### config.mk
export PLATFORM = sky130hd
export DESIGN_NAME = link_bringup
export DESIGN_NICKNAME = d
export VERILOG_FILES = /design/src/rtl/link_bringup_pkg.sv /design/src/rtl/lbu_step_fsm.sv /design/src/rtl/lbu_clk_div.sv /design/src/rtl/lbu_line_mux.sv /design/src/rtl/link_bringup.sv
export SDC_FILE = /design/constraint.sdc
export NUM_CORES = 1
export LEC_CHECK = 0
export BUFFER_PORTS_ARGS = -buffer_cell sky130_fd_sc_hd__buf_2
export CAP_MARGIN = 20
export CORE_ASPECT_RATIO = 1.5
export CORE_UTILIZATION = 56
export CTS_CLUSTER_DIAMETER = 80
export DETAILED_ROUTE_END_ITERATION = 12
export MAX_ROUTING_LAYER = met4
export PLACE_DENSITY = 0.77
export SLEW_MARGIN = 20
export SYNTH_ARGS = -nofsm -noshare
export SYNTH_HDL_FRONTEND = slang
export SYNTH_HIERARCHICAL = 1
export SYNTH_SLANG_ARGS = --single-unit
### constraint.sdc
create_clock -name clk -period 1.9 [get_ports clk]
set_input_delay 0 -clock clk [delete_from_list [all_inputs] [get_ports clk]]
set_output_delay 0 -clock clk [all_outputs]
set_load 0.05 [all_outputs]
### src/rtl/link_bringup_pkg.sv
package link_bringup_pkg;

  typedef enum logic [1:0] {
    PH_OFF    = 2'd0,
    PH_LINKUP = 2'd1,
    PH_IDLE   = 2'd2,
    PH_ACTIVE = 2'd3
  } phase_t;

  typedef enum logic [2:0] {
    S_OFF      = 3'd0,
    S_LOCK     = 3'd1,
    S_CAL_LO   = 3'd2,
    S_CAL_HI   = 3'd3,
    S_CAL_BOTH = 3'd4,
    S_RUN      = 3'd5
  } seq_state_t;

endpackage

### src/rtl/lbu_step_fsm.sv
module lbu_step_fsm
  import link_bringup_pkg::*;
#(
  parameter int LOCK_CYC = 4096,
  parameter int SEG_CYC  = 11
) (
  input  logic       clk,
  input  logic       rst_n,
  input  logic       pwr_dn_n,
  output seq_state_t state
);
  localparam int MAXC = (LOCK_CYC > SEG_CYC) ? LOCK_CYC : SEG_CYC;
  localparam int CW   = (MAXC > 1) ? $clog2(MAXC) : 1;
  localparam logic [CW-1:0] LOCK_LAST = CW'(LOCK_CYC - 1);
  localparam logic [CW-1:0] SEG_LAST  = CW'(SEG_CYC - 1);

  seq_state_t st_q, st_d;
  logic [CW-1:0] cnt_q, cnt_d;

  always_comb begin
    st_d  = st_q;
    cnt_d = cnt_q + 1'b1;
    if (!pwr_dn_n) begin
      st_d  = S_OFF;
      cnt_d = '0;
    end else begin
      unique case (st_q)
        S_OFF: begin
          st_d  = S_LOCK;
          cnt_d = '0;
        end
        S_LOCK: if (cnt_q == LOCK_LAST) begin
          st_d  = S_CAL_LO;
          cnt_d = '0;
        end
        S_CAL_LO: if (cnt_q == SEG_LAST) begin
          st_d  = S_CAL_HI;
          cnt_d = '0;
        end
        S_CAL_HI: if (cnt_q == SEG_LAST) begin
          st_d  = S_CAL_BOTH;
          cnt_d = '0;
        end
        S_CAL_BOTH: if (cnt_q == SEG_LAST) begin
          st_d  = S_RUN;
          cnt_d = '0;
        end
        S_RUN: cnt_d = '0;
        default: begin
          st_d  = S_OFF;
          cnt_d = '0;
        end
      endcase
    end
  end

  always_ff @(posedge clk or negedge rst_n) begin
    if (!rst_n) begin
      st_q  <= S_OFF;
      cnt_q <= '0;
    end else begin
      st_q  <= st_d;
      cnt_q <= cnt_d;
    end
  end

  assign state = st_q;

  AST_DOWN_GOES_OFF: assert property (@(posedge clk) disable iff (!rst_n)
    !pwr_dn_n |=> st_q == S_OFF);
  AST_LINKUP_ONLY_FROM_OFF: assert property (@(posedge clk) disable iff (!rst_n)
    (st_q == S_LOCK && $past(st_q) != S_LOCK) |-> $past(st_q) == S_OFF);
  AST_SEG_BOUND: assert property (@(posedge clk) disable iff (!rst_n)
    (st_q == S_CAL_LO || st_q == S_CAL_HI || st_q == S_CAL_BOTH) |-> cnt_q <= SEG_LAST);
  AST_LOCK_TO_CAL: assert property (@(posedge clk) disable iff (!rst_n)
    (st_q == S_CAL_LO && $past(st_q) != S_CAL_LO) |-> $past(st_q) == S_LOCK);
endmodule

### src/rtl/lbu_clk_div.sv
module lbu_clk_div #(
  parameter int RATE_W = 2
) (
  input  logic              clk,
  input  logic              rst_n,
  input  logic              run,
  input  logic [RATE_W-1:0] rate_sel,
  output logic              lvl
);
  localparam int HW = 1 << RATE_W;

  logic [HW-1:0] half;
  logic [HW-1:0] hc_q;
  logic          lvl_q;
  logic          wrap;

  assign half = HW'(1) << rate_sel;
  assign wrap = (hc_q >= half - 1'b1);

  always_ff @(posedge clk or negedge rst_n) begin
    if (!rst_n) begin
      hc_q  <= '0;
      lvl_q <= 1'b1;
    end else if (!run) begin
      hc_q  <= '0;
      lvl_q <= 1'b1;
    end else if (wrap) begin
      hc_q  <= '0;
      lvl_q <= ~lvl_q;
    end else begin
      hc_q  <= hc_q + 1'b1;
    end
  end

  assign lvl = lvl_q;

  AST_HALF_BOUND: assert property (@(posedge clk) disable iff (!rst_n)
    (run && $stable(rate_sel)) |-> hc_q < half);
  AST_TOGGLE_AT_WRAP: assert property (@(posedge clk) disable iff (!rst_n)
    (run && $past(run) && lvl_q != $past(lvl_q)) |-> $past(wrap));
  AST_START_HIGH: assert property (@(posedge clk) disable iff (!rst_n)
    (run && !$past(run)) |-> lvl_q);
endmodule

### src/rtl/lbu_line_mux.sv
module lbu_line_mux
  import link_bringup_pkg::*;
(
  input  seq_state_t state,
  input  logic       run_lvl,
  input  logic       tx_valid,
  input  logic       tx_bit,
  output logic       tx_ready,
  output logic       clk_oe,
  output logic       clk_lvl,
  output logic       dat_oe,
  output logic       dat_lvl,
  output phase_t     phase
);
  always_comb begin
    clk_oe   = 1'b0;
    clk_lvl  = 1'b0;
    dat_oe   = 1'b0;
    dat_lvl  = 1'b0;
    tx_ready = 1'b0;
    phase    = PH_LINKUP;
    unique case (state)
      S_OFF:      phase = PH_OFF;
      S_LOCK:     ;
      S_CAL_LO:   clk_oe = 1'b1;
      S_CAL_HI: begin
        clk_oe  = 1'b1;
        clk_lvl = 1'b1;
      end
      S_CAL_BOTH: begin
        clk_oe = 1'b1;
        dat_oe = 1'b1;
      end
      S_RUN: begin
        clk_oe   = 1'b1;
        clk_lvl  = run_lvl;
        dat_oe   = 1'b1;
        tx_ready = 1'b1;
        dat_lvl  = tx_valid & tx_bit;
        phase    = tx_valid ? PH_ACTIVE : PH_IDLE;
      end
      default:    phase = PH_OFF;
    endcase
  end

  always_comb begin
    assert (!dat_oe || clk_oe); // data line never driven without the clock line
    assert (!(phase == PH_OFF) || !(clk_oe || dat_oe));
  end
endmodule

### src/rtl/link_bringup.sv
module link_bringup
  import link_bringup_pkg::*;
#(
  parameter int LOCK_CYC = 4096,
  parameter int SEG_CYC  = 11,
  parameter int RATE_W   = 2
) (
  input  logic              clk,
  input  logic              rst_n,
  input  logic              pwr_dn_n,
  input  logic [RATE_W-1:0] rate_sel,
  input  logic              tx_valid,
  input  logic              tx_bit,
  output logic              tx_ready,
  output logic              clk_oe,
  output logic              clk_lvl,
  output logic              dat_oe,
  output logic              dat_lvl,
  output logic [1:0]        phase
);
  seq_state_t state;
  phase_t     phase_e;
  logic       run_lvl;

  lbu_step_fsm #(.LOCK_CYC(LOCK_CYC), .SEG_CYC(SEG_CYC)) u_fsm (
    .clk      (clk),
    .rst_n    (rst_n),
    .pwr_dn_n (pwr_dn_n),
    .state    (state)
  );

  lbu_clk_div #(.RATE_W(RATE_W)) u_div (
    .clk      (clk),
    .rst_n    (rst_n),
    .run      (state == S_RUN),
    .rate_sel (rate_sel),
    .lvl      (run_lvl)
  );

  lbu_line_mux u_mux (
    .state    (state),
    .run_lvl  (run_lvl),
    .tx_valid (tx_valid),
    .tx_bit   (tx_bit),
    .tx_ready (tx_ready),
    .clk_oe   (clk_oe),
    .clk_lvl  (clk_lvl),
    .dat_oe   (dat_oe),
    .dat_lvl  (dat_lvl),
    .phase    (phase_e)
  );

  assign phase = phase_e;

  AST_READY_NEEDS_DRIVERS: assert property (@(posedge clk) disable iff (!rst_n)
    tx_ready |-> (clk_oe && dat_oe));
  AST_IDLE_DATA_LOW: assert property (@(posedge clk) disable iff (!rst_n)
    (phase == 2'd2) |-> (dat_oe && !dat_lvl));
endmodule

# == After elaboration in Yosys (flattened, before gate mapping) ==
# Cells that the tools add are included.
# totals
wordCells,51
input_bits,7
register_bits,20
# op_classes
eq_ne,13
addsub,3
shift,1
bitwise_logic,2
n_mux,21
magnitude_cmp,1
reduce_logical,6
# ops
op,count
12-bit two-way mux,3
12-bit case mux with 2 select lines,1
3-bit case mux with 6 select lines,1
3-bit two-way mux,5
"12-bit by 1-bit adder with 12-bit output, second input constant",1
"12-bit == test, second input constant",1
"12-bit by 4-bit == test with 1-bit output, second input constant",1
"3-bit by 2-bit inequality test with 1-bit output, second input constant",4
4-bit two-way mux,2
4-bit OR reduction,2
1-bit two-way mux,7
"3-bit by 2-bit == test with 1-bit output, second input constant",2
"3-bit == test, second input constant",2
5-bit AND reduction,1
"4-bit by 1-bit adder with 4-bit output, second input constant",1
4-bit greater-or-equal comparator,1
"2-bit inequality test, second input constant",2
2-bit case mux with 2 select lines,1
"1-bit by 2-bit << shifter with 4-bit output, first input constant",1
"4-bit by 1-bit subtractor with 4-bit output, second input constant",1
"3-bit by 1-bit == test with 1-bit output, second input constant",1
3-bit zero test,1
3-bit OR reduction,1
1-bit case mux with 2 select lines,1
3 further kinds,3

# == Depth between registers and ports, before layout ==
# Gate-level depths: netlist of run 1.
# logic_depth
depth_word,5
mapped_depth,7
ltp_nobuf,6

# == Modules after synthesis ==
# Netlist of run 1, hierarchy kept.
# modules_own_cells
module,seq_area_each_um2,n_inst,cells_per_inst,area_per_inst_um2
lbu_step_fsm,375.4,1,82,812.0
lbu_clk_div,126.4,1,30,312.8
lbu_line_mux,0.0,1,12,76.3
link_bringup,0.0,1,1,8.8

# == Least setup slack after synthesis of run 1 ==
# OpenSTA, ideal clock, no wires.
# synth_timing
kind,reg-to-output
start,"reg u_fsm.st_q[1], in the netlist u_fsm/state[1]"
end,out clk_lvl
path_stages_with_launch,3
setup_slack_ps,116
t_required_ps,1900
arrival_ps,1784
cell_sequence,dfrtp_1 nand2b_1 o21ai_0
# synth_via
elab_chain_len,2
word_cells_on_any_way,3
# synth_rtl
item,line_no,rtl
start: declaration,lbu_step_fsm.sv:17,"seq_state_t st_q, st_d;"
start signal: assignment,lbu_step_fsm.sv:62,st_q <= st_d;
3-bit == test or 3-bit by 2-bit == test with 1-bit output (tied branches),lbu_line_mux.sv:22,unique case (state)
1-bit case mux with 2 select lines *,lbu_line_mux.sv:22,
end: declaration,link_bringup.sv:16,"output logic clk_lvl,"
# Mark *: on every way between the ends. The rest lies on a longest branch, timed or not.

# == Worst setup path after layout of run 1 ==
# layout_timing
start,reg u_fsm.cnt_q[7]
end,reg u_fsm.cnt_q[7]
# layout_via
elab_chain_len,4
word_cells_on_any_way,7
# layout_rtl
item,line_no,rtl
start: declaration,lbu_step_fsm.sv:18,"logic [CW-1:0] cnt_q, cnt_d;"
start signal: assignment,lbu_step_fsm.sv:63,cnt_q <= cnt_d;
12-bit by 1-bit adder with 12-bit output (tied with other cells),lbu_step_fsm.sv:22,cnt_d = cnt_q + 1'b1;
12-bit two-way mux (on tied branches),--,
12-bit case mux with 2 select lines *,lbu_step_fsm.sv:27,unique case (st_q)
12-bit two-way mux *,lbu_step_fsm.sv:23,if (!pwr_dn_n) begin
named net u_fsm.cnt_d[7],lbu_step_fsm.sv:18,
# The timed path passes the listed nets; every way through them passes the cells marked *.
# A chain may end at the register's enable or synchronous reset.

==> results by group, run 1 <==
Status
  • Status: finished clean

Clock network
  • Max clock buf depth: 2
  • Clk Latency, worst-skew pair: about 300 ps
  • CTS tree: built
  • CTS root buf: clkbuf_4
  • CTS clk-pin slew, worst paths: 110 ps
  • Clock sink count: 20
  • Inserted Clock Buffers: 3
  • CTS H-tree lvls: 1

Drt
  • Vias per cell: between 5 and 6
  • First-pass iteration count of the detailed router: 4
  • WL/cell: ~13 µm
  • Vias: just under 1000
  • Routed Antenna Nets: 0
  • Drt total wl: ~2200 µm
  • Drt initial violations: 24
  • DRC: 0

Timing
  • Hold_ws: 162 ps
  • Final Cycle Share: 0.934
  • Clk_skew: approximately 3.8 ps
  • RSZ-0062 raised after global routing: false
  • Max frequency: 563 MHz
  • Final hold violations: 0
  • Final setup viols: 0
  • Slew Viols, Final: 0
  • Min Tclk post-route: about 1800 ps
  • Setup TNS: 0 ps

Logic synthesis
  • Synth Flop Type: dfrtp_1
  • Post-synth top area share: 0.393
  • Synth area leader: dfrtp_1
  • Synthesized flop and latch total: 20
  • Syn_nets: 139
  • Distinct cells, synth: 39
  • Ys async rst share: 1.00
  • Post-synth EDFFs: 0
  • Seq/Total Area, Yosys: 0.415
  • Ys Warns: 6
  • Mean Syn Cell Area: about 9.7 µm²
  • Syn Inst Count: roughly 130
  • Cell Area, Synth: between 1000 and 1500 µm²
  • Top cells by area, synth: dfrtp_1 (39%), ha_1 (7.2%), nor2_1 (5.9%)

Global route
  • GRT overflow: 0
  • All-Layer GR Usage: 0.228
  • Antenna violations before repair: 0
  • Number of global-route vias before repair: roughly 900
  • Largest net degree at the start of global routing: 21
  • First-pass GRT wire length: ~3600 µm

Floorplanning
  • Initial Util: 0.597
  • Die width: about 40 µm
  • Die area: about 2400 µm²
  • FP Rows: 20
  • DIE HEIGHT: between 50 and 60 µm
  • Placeable Area: a little over 2000 µm²
  • IO Pins: 14

Finish
  • Layout cell share with drive strength beyond 1: 0.243
  • Fillers: 162
  • Area added between synthesis and finish: 17.8%
  • Diodes inserted: 0
  • Final #Nets: about 160
  • Most frequent cells in the layout: nor2_1 (19), dfrtp_1 (19), buf_2 (13)
  • Final Non-Filler Cells: 170

Critical path
  • Setup crit start: u_fsm/cnt_q[7]
  • CP Launch Type: flip-flop
  • R2r startpoint: u_fsm/cnt_q[7]
  • Req. time, crit path: approximately 2100 ps
  • Crit path capture type: flip-flop
  • Crit path kind: flip-flop to flip-flop
  • WP data arrival: just under 2000 ps
  • Worst-path fanout max: 11

Hold path
  • Hold crit path type: primary input to asynchronous set/reset pin

Placement
  • Post-Place Cells: around 160
  • GP Congestion: 0.798
  • HPWL Detailed: 1600 µm
  • Port bufs: 13

Flow run
  • Count of max-cap constraint violations: 0

Power and ir drop
  • Worst IR Drop VDD: between 0.0005 and 0.0006 V
  • PD cells: 583 nW/µm²
  • Leak: just under 0.7 nW
[where the power goes]
group          switching (W)  internal [W]
Clock               0.000128      0.000213
Combinational      0.0000334     0.0000241
Sequential        0.00000292      0.000429
Total               0.000164      0.000666
[layout make-up]
| cell class | instances | area [µm²] | share of cell area |
|---|---|---|---|
| Clock buffer | 3 | 22.5 | 0.0158 |
| Clock inverter | 1 | 30.0 | 0.0211 |
| Inverter | 11 | 41.3 | 0.0290 |
| Multi-Input combinational cell | 93 | 679 | 0.477 |
| Sequential cell | 20 | 502 | 0.352 |
| Tap cell | 22 | 27.5 | 0.0193 |
| Timing Repair Buffer | 20 | 123 | 0.0860 |
[flip-flops by register name, summed over array words and instances, names as in the netlist]
register and count:
u_fsm/cnt_q 12, u_div/hc_q 4, u_fsm/state 3, u_div/lvl 1
[routing by layer]
layer  wire, µm  GRT usage  part of all wire
met5          0          -                 0
met4         38     0.0936             0.017
met3         61     0.0264             0.027
met2       1190      0.378              0.53
met1        939      0.268              0.42
[critical path, cell delays in order, from the launching register on]
cell	delay (ps)
dfrtp_1	460
or4_4	590
nor3_4	290
o32a_4	280
nor2_1	70
[synth_stat cells, drive strengths merged, types with 5 or more instances]
| master | instances |
|---|---|
| dfrtp | 19 |
| ha | 7 |
| nand2 | 6 |
| nor2 | 19 |
| xnor2 | 8 |
| inv | 11 |
| xor2 | 5 |
| nand3 | 6 |
| nor3 | 5 |
[worst paths after layout]
| check | endpoint | slack (ps) | cells past startpoint |
|---|---|---|---|
| setup / recovery | u_fsm/cnt_q[7] | 120 | 4 |
| hold / removal | u_fsm/cnt_q[10] | 160 | 2 |
| setup reg to reg | u_fsm/cnt_q[7] | 120 | 4 |
| hold reg to reg | u_div/hc_q[0] | 500 | 1 |
| max in group asynchronous | u_div/lvl | 1410 | 2 |
| min in group clk | u_div/hc_q[1] | 270 | 6 |
[through the flow]
step                power [W]  area, µm²  utilization  worst slack [ps]
floorplan            0.000469       1210            -               116
global placement     0.000490       1320        0.652               160
detailed placement   0.000492       1320        0.652              98.1
CTS                  0.000836       1390        0.688              85.5
global route         0.000868       1430        0.703              36.4
finish               0.000830       1430        0.703               125
[cells by family after synthesis]
group / after synthesis / share of synthesized area
adders and majority gates: 7 / 0.0724
and+or+nand+nor: 59 / 0.275
xor gates and xnor gates: 13 / 0.0941
muxes: 2 / 0.0217
DFF: 20 / 0.415
other: 1 / 0.00310
buffers and inverters: 12 / 0.0434
AOI/OAI and AO/OA: 11 / 0.0755
[what timing repair did]
item | CTS | global route
hold endpoints to repair | 23 | 0
hold buffers | 2 | 0
setup endpoints to repair | 0 | 13
resized for setup | 0 | 3
setup buffers | 0 | 1
Power figures use the tool's default switching activity.
==> run 2, diff against run 1 <==
- BUFFER_PORTS_ARGS: -buffer_cell sky130_fd_sc_hd__buf_2 -> -buffer_cell sky130_fd_sc_hd__buf_4
==> run 2 against run 1 <==
Effect of this change:
- first-iteration DRC count shrank 42%
- largest power group unchanged
- sequential power is essentially flat
- cell count is the same
- clock-buffer cell count grew 1
- critical path type unchanged
- cell area grew 0.70%
- critical endpoint is now u_fsm/cnt_q[4]
- non-clock buffer count is the same
==> results by group, run 2 (synthesis gave the netlist of run 1 again) <==
Critical path
  • CP Launch Type: flip-flop
  • Reg-to-Reg End: u_fsm/cnt_q[4]
  • Crit path capture type: flip-flop
  • R2r startpoint: u_fsm/cnt_q[7]
  • Worst-path fanout max: 11
  • Buf/Inv on CP: 0
  • CP Depth: 4
  • CP max stage delay: between 500 and 600 ps
  • Crit path capture: u_fsm/cnt_q[4]
  • Crit path kind: flip-flop to flip-flop
  • WP data arrival: ~2000 ps
  • Critical Path Slowest Stage Cell: or4_4
  • R2R Setup Slk: 130 ps
  • Worst-case reg-to-reg path depth: 4
  • CP top delay family: simple AND/OR/NAND/NOR gates
  • Setup crit start: u_fsm/cnt_q[7]
  • Critical Path, Cell by Cell: or4_4, nor3_4, o32a_4, nor2_1
  • Req. time, crit path: between 2000 and 2500 ps

Hold path
  • Hold crit path type: primary input to asynchronous set/reset pin

Drt
  • Routed Antenna Nets: 0
  • Drt initial violations: 14
  • Vias per cell: about 5.5
  • First-pass iteration count of the detailed router: 4
  • WL/cell: between 10 and 15 µm
  • Drt total wl: approximately 2100 µm
  • Vias: between 900 and 1000
  • DRC: 0

Clock network
  • Inserted Clock Buffers: 3
  • CTS root buf: clkbuf_4
  • Clock sink count: 20
  • CTS clk-pin slew, worst paths: about 110 ps
  • Post-CTS Setup Inserts: 0
  • Clk Latency, worst-skew pair: 290 ps
  • CTS tree: built
  • Max clock buf depth: 2
  • CTS H-tree lvls: 1

Floorplanning
  • Die area: about 2400 µm²
  • DIE HEIGHT: a little under 60 µm
  • Die width: about 40 µm
  • IO Pins: 14
  • FP Rows: 20
  • Placeable Area: approximately 2000 µm²
  • Initial Util: 0.597

Timing
  • Clk_skew: slightly above 8 ps
  • Final Cycle Share: 0.932
  • Min Tclk post-route: 1770 ps
  • RSZ-0062 raised after global routing: false
  • Setup TNS: 0 ps
  • Final setup viols: 0
  • Slew Viols, Final: 0
  • Final WS setup: 129 ps
  • Final hold violations: 0
  • Max frequency: between 500 and 600 MHz

Finish
  • Final #Nets: between 150 and 200
  • Largest Register: u_fsm/cnt_q
  • Most frequent cells in the layout: nor2_1 (19), dfrtp_1 (19), buf_4 (18)
  • Diodes inserted: 0
  • Max reg flops: 12
  • Fin util: 0.708
  • Design area: around 1400 µm²
  • Layout cell share with drive strength beyond 1: 0.236
  • Area added between synthesis and finish: 18.6%

Global route
  • First-pass GRT wire length: about 3500 µm
  • GRT overflow: 0
  • Antenna violations before repair: 0
  • Number of global-route vias before repair: 856
  • All-Layer GR Usage: 0.223
  • Largest net degree at the start of global routing: 21

Power and ir drop
  • Internal: about 0.00057 W
  • Leak: approximately 0.68 nW
  • Worst IR Drop VDD: around 0.00035 V
  • Gate power share: 0.083
  • Sw power: 0.000156 W
  • Flop pwr share: 0.593
  • Total power: 0.000728 W
  • Sw frac: 0.214
  • Clock power share: 0.324
  • PD cells: between 500 and 600 nW/µm²

Placement
  • HPWL Detailed: approximately 1600 µm
  • Dpl ws: 102 ps
  • Port bufs: 13
  • GP Congestion: ~0.80
  • Placed Area: approximately 1400 µm²

Status
  • Status: finished clean

Flow run
  • Count of max-cap constraint violations: 0
## run 2: cell count changes in the layout (fill, tap and decap cells not counted), sizes merged
cell | previous run | this run
bufinv | 1 | 0
clkbuf | 3 | 4
## run 2: timing repair
item | 4_1_cts | 5_1_grt
gates resized for setup | 0 | 2
endpoints found under the hold margin | 23 | 0
setup endpoints to repair | 0 | 12
hold buffers | 2 | 0
## run 2: how the worst min path moves through the flow
stage	from	endpoint	slack, ps	cells after the start
CTS	rst_n	u_fsm/cnt_q[9]	90	2
finish	rst_n	u_fsm/cnt_q[7]	120	2
global route	rst_n	u_fsm/cnt_q[3]	130	2
detailed placement	rst_n	u_fsm/cnt_q[9]	-110	1
global placement	rst_n	u_fsm/cnt_q[10]	-110	1
floorplan	rst_n	u_div/hc_q[0]	-300	0
## run 2: stage by stage
| step | hold WS [ps] | instances |
|---|---|---|
| after floorplan | -296 | 125 |
| after global placement | -113 | 164 |
| after detailed placement | -111 | 164 |
| after CTS | 92.9 | 170 |
| after global routing | 129 | 170 |
| final | 121 | 170 |
## run 2: power by group through the flow
stage / clock network [W] / registers [W] / logic [W]
2_1_floorplan: 0 / 0.000441 / 0.0000278
5_1_grt: 0.000261 / 0.000432 / 0.0000686
3_3_place_gp: 0 / 0.000440 / 0.0000553
6_report: 0.000236 / 0.000431 / 0.0000604
3_5_place_dp: 0 / 0.000440 / 0.0000565
4_1_cts: 0.000249 / 0.000432 / 0.0000599
## run 2: area by class of cell
class                   count  area, µm²
clock buffers               4       36.3
well taps                  22       27.5
repair buffers             20        155
fillers                   177        592
flip-flops and latches     20        502
multi-input cells          93        673
inverters                  11       41.3
## run 2: layer usage
metal,track usage,vias to the layer above,share of wire
li1,-,482,-
met1,0.228,436,0.43
met2,0.389,16,0.53
met3,0.0340,2,0.028
met4,0.103,0,0.011
met5,-,-,0
